### config.mk
export PLATFORM = sky130hd
export DESIGN_NAME = oneshot_retrig
export DESIGN_NICKNAME = d
export VERILOG_FILES = /design/src/rtl/oneshot_retrig.sv
export SDC_FILE = /design/constraint.sdc
export NUM_CORES = 1
export LEC_CHECK = 0
export ABC_AREA = 0
export BUFFER_PORTS_ARGS = -buffer_cell sky130_fd_sc_hd__buf_2
export CORE_MARGIN = 2
export CORE_UTILIZATION = 50
export CTS_CLUSTER_DIAMETER = 30
export DETAILED_ROUTE_END_ITERATION = 6
export GPL_ROUTABILITY_DRIVEN = 1
export PLACE_DENSITY = 0.72
export SLEW_MARGIN = 20
export SYNTH_ARGS = -nofsm -noshare
export SYNTH_HDL_FRONTEND = slang
export SYNTH_SLANG_ARGS = --single-unit
### constraint.sdc
create_clock -name clk -period 2.9 [get_ports clk]
set_clock_uncertainty 0.2 [all_clocks]
set_input_delay 0.29 -clock clk [delete_from_list [all_inputs] [get_ports clk]]
set_output_delay 0.29 -clock clk [all_outputs]
set_load 0.03 [all_outputs]
### src/rtl/oneshot_retrig.sv
module oneshot_retrig #(
  parameter int CNT_W = 16
) (
  input  logic             clk,
  input  logic             rst,
  input  logic             trig_fall_i,
  input  logic             trig_rise_i,
  input  logic             clr_n_i,
  input  logic [CNT_W-1:0] dur_i,
  output logic             pulse_o,
  output logic             pulse_n_o
);

  // per input: [0] first sync stage, [1] second stage, [2] history
  logic [2:0]       fall_sh, rise_sh, clr_sh;
  logic [1:0]       warm;
  logic [CNT_W-1:0] cnt;

  logic a_lvl, b_lvl, c_lvl;
  logic a_fell, b_rose, c_rose;
  logic edge_en, trig;
  logic [CNT_W-1:0] load_val;

  assign a_lvl  = fall_sh[1];
  assign b_lvl  = rise_sh[1];
  assign c_lvl  = clr_sh[1];
  assign a_fell = fall_sh[2] & ~fall_sh[1];
  assign b_rose = ~rise_sh[2] & rise_sh[1];
  assign c_rose = ~clr_sh[2] & clr_sh[1];

  assign edge_en = (warm == 2'd3);
  assign trig = edge_en & c_lvl &
                ((a_fell & b_lvl) | (b_rose & ~a_lvl) | (c_rose & ~a_lvl & b_lvl));

  assign load_val = (dur_i == '0) ? CNT_W'(1) : dur_i;

  always_ff @(posedge clk) begin
    if (rst) begin
      fall_sh <= '0;
      rise_sh <= '0;
      clr_sh  <= '0;
      warm    <= '0;
    end else begin
      fall_sh <= {fall_sh[1:0], trig_fall_i};
      rise_sh <= {rise_sh[1:0], trig_rise_i};
      clr_sh  <= {clr_sh[1:0], clr_n_i};
      if (warm != 2'd3) warm <= warm + 2'd1;
    end
  end

  always_ff @(posedge clk) begin
    if (rst)              cnt <= '0;
    else if (!c_lvl)      cnt <= '0;
    else if (trig)        cnt <= load_val;
    else if (cnt != '0)   cnt <= cnt - CNT_W'(1);
  end

  assign pulse_o   = (cnt != '0);
  assign pulse_n_o = ~pulse_o;

endmodule

==> PnR_summary.wiki <==
{| class="wikitable"
! Metric !! Value
|-
| Seq/Total Area, Yosys || 40.1%
|-
| Vias in the first global route || 1232
|-
| Critical path startpoint category || flip-flop
|-
| Maximum vdd drop || 0.360 mV
|-
| Worst Tran Pin Value || 0.672 ns
|-
| Fin crit share || 98.5%
|-
| Crit path largest cell delay || 0.63 ns
|-
| Antenna Diode Count || 0
|-
| Iter 0 DRT Violations || 39
|-
| Worst endpoint required time || 2.41 ns
|-
| Number of antenna violations at the first check in global routing || 0
|-
| Initial Utilization || 53.4%
|-
| DRC violations left || 0
|-
| Mean instance size in the synthesized netlist || 9.04 sq um
|-
| Antenna viol nets, final || 0
|-
| Number of ports placed on the die boundary || 23
|-
| Synthesized instance count || 149
|-
| Max Fclk || 350 MHz
|-
| Leak Pwr || 0.672 nW
|-
| Top cells by count, synth || dfxtp_1 (27), nand3_1 (11), nor2b_1 (11), nor4_1 (11), a21oi_1 (9)
|-
| Sinks on the clock net || 27
|-
| Cell with the most instances after synthesis || dfxtp_1
|-
| Worst reg-to-reg path cell count || 9
|-
| Placer congestion estimate || 0.882
|-
| Synth area leaders || dfxtp_1 (40%), nor2b_1 (5.1%), nor4_1 (5.1%)
|-
| Worst setup path category || flip-flop to output port
|-
| Mean routed wirelength per cell || 15.6 um
|-
| Die outline area || 3120 sq um
|-
| Final hold vios || 0
|-
| Number of buffers inserted during clock tree synthesis || 3
|-
| Clock network latency to the later pin of the worst-skew pair || 0.33 ns
|-
| Power Density || 400 nW/um^2
|-
| Synthesized Nets || 172
|-
| Nets || 203
|-
| Cell-by-cell trace of the critical path || inv_1 -> ha_4 -> or4b_2 -> nor4_4 -> buf_4 -> inv_4 -> buf_2
|-
| Core region area || 2520 sq um
|-
| Worst setup slack after layout || 0.0423 ns
|-
| Endpoints failing setup || 0
|-
| Number of distinct library cells after synthesis || 40
|-
| Grt ovf || 0
|-
| Number of cell rows || 18
|-
| Total half-perimeter wirelength after legalization and detailed placement || 2380 um
|-
| Share of post-route cells with drive strength above 1 || 24.6%
|-
| Width of the die || 55.9 um
|-
| Clock root buffer || clkbuf_4
|-
| Final critical path time including I/O delays and setup || 2.86 ns
|-
| Drt first pass iters || 4
|-
| Number of warnings reported in the yosys synthesis log || 0
|-
| TritonCTS clock tree || yes
|-
| Routed WL || 3260 um
|-
| Cell at the slowest stage of the critical path || or4b_2
|-
| Setup crit end kind || output port
|-
| Port Buffers || 22
|-
| Global-route total usage across every layer || 21.8%
|-
| Pins over their slew limit || 0
|-
| Critical path peak fanout || 7
|-
| Clock transition at the register clock pins on the worst setup and hold paths after CTS || 0.15 ns
|-
| Area of the mapped netlist || 1350 sq um
|-
| Via count of the routed design || 1257
|-
| FF+latch count, synth || 27
|-
| H-tree depth reported by CTS || 1
|-
| Signed area change from the synthesized netlist to the final layout || 17.8%
|-
| Pin count of the biggest net entering global routing || 20
|-
| EDFF count, synth || 0
|-
| End-of-flow core utilization || 62.8%
|-
| Max Buffers Root-to-Sink || 2
|-
| Fraction of synthesized cell area taken by the top area cell type || 40.1%
|-
| Outcome || finished clean
|-
| Cell taking the most area after synthesis || dfxtp_1
|-
| Dominant register cell in the synthesized netlist || dfxtp_1
|-
| Type of the tightest min-delay check || input pin to flip-flop
|-
| Max-capacitance violation count || 0
|-
| Worst relative slew slack || 54.8%
|-
| Fraction of registers with async set/reset || 0%
|-
| Setup Slack @ Placement || 0.372 ns
|-
| Vias per cell || 6.01
|-
| Wire length of the first global-routing pass || 5510 um
|-
| Arrival time reported for the critical path endpoint || 2.37 ns
|-
| Vertical die dimension || 55.9 um
|-
| Depth of the worst hold-timing path || 3
|}
-- flip-flops by register name (all words and copies together), names as in the netlist --
register  flops
clr_sh        3
rise_sh       3
fall_sh       3
cnt          16
warm          2
-- report_power, final --
group | total (W) | switching (W) | leakage, nW | internal, W
sequential | 0.000389 | 0.00000584 | 0.220 | 0.000383
combinational | 0.0000755 | 0.0000358 | 0.435 | 0.0000397
clock | 0.000169 | 0.000117 | 0.0177 | 0.0000519
-- path summary, 6_finish.rpt --
kind / from / endpoint / slack, ns
max reg2reg: cnt[0] / cnt[0] / 0.28
min: dur_i[6] / cnt[6] / 0.005
min reg2reg: fall_sh[0] / fall_sh[1] / 0.26
max: cnt[0] / pulse_o / 0.04
-- final cells by class --
class | instances | area [sq um]
clock buffer | 3 | 22.5
clock inverter | 1 | 5.00
fill | 231 | 937
inverter | 4 | 17.5
multi-input combinational | 112 | 763
sequential | 27 | 542
tap | 30 | 37.5
timing repair buffer | 32 | 198
-- worst max-delay path, delay by kind of cell (launching register included) --
kind          cells  cell delay, ns
fa+ha+maj         1            0.19
buf+inv           4            0.54
simple gates      2            0.94
flops             1            0.37
-- cells in the final DEF, fill, tap and decap left out, types with 2 or more instances in the layout --
cell,synthesis,routed
dfxtp_1,27,26
buf_2,0,22
nand3_1,11,11
nor4_1,11,11
nor2b_1,11,11
a21oi_1,9,9
nand2_1,8,8
o21ai_0,8,8
nor2_1,5,5
mux2i_1,5,5
dlygate4sd3_1,0,5
buf_4,0,5
nor3_1,3,3
nand2b_1,3,3
o31ai_1,3,3
xnor2_1,3,3
clkbuf_4,0,3
inv_1,3,2
or4_4,2,2
or3_2,2,2
a21boi_0,2,2
a31oi_1,2,2
o22ai_1,2,2
xor2_1,2,2
or3_1,2,2
o2111ai_1,2,2
-- cells by family after synthesis --
kind of cell / count (synthesis) / synth area share (%)
xor+xnor: 5 / 3.25
fa+ha+maj: 2 / 1.86
mux: 6 / 4.83
buf+inv: 10 / 4.09
flops: 27 / 40.1
compound gates: 35 / 17.1
simple gates: 64 / 28.7
-- repair_timing --
item | in CTS | in global routing
resized for setup | 0 | 4
hold endpoints to repair | 5 | 0
hold buffers | 5 | 0
setup buffers | 0 | 4
setup endpoints to repair | 0 | 2
-- metrics by stage --
| stage | total power (W) | hold slack (ns) | area (sq um) | instances | TNS [ns] |
|---|---|---|---|---|---|
| final | 0.000634 | 0.00505 | 1590 | 209 | 0 |
| after detailed placement | 0.000464 | 0.233 | 1460 | 196 | 0 |
| after CTS | 0.000631 | 0.00607 | 1540 | 205 | 0 |
| after global placement | 0.000461 | 0.228 | 1460 | 196 | 0 |
| after global routing | 0.000659 | 0.00445 | 1590 | 209 | -0.0126 |
| after floorplan | 0.000437 | 0.214 | 1350 | 149 | 0 |
-- layer usage --
layer	part of all wire [%]	vias to the layer above	global-route usage, %
li1	-	620	-
met4	2.1	0	7.14
met3	6.1	10	3.95
met1	46	583	29.4
met2	46	44	35.5
met5	0	-	0
(Power assumes the default switching activity.)
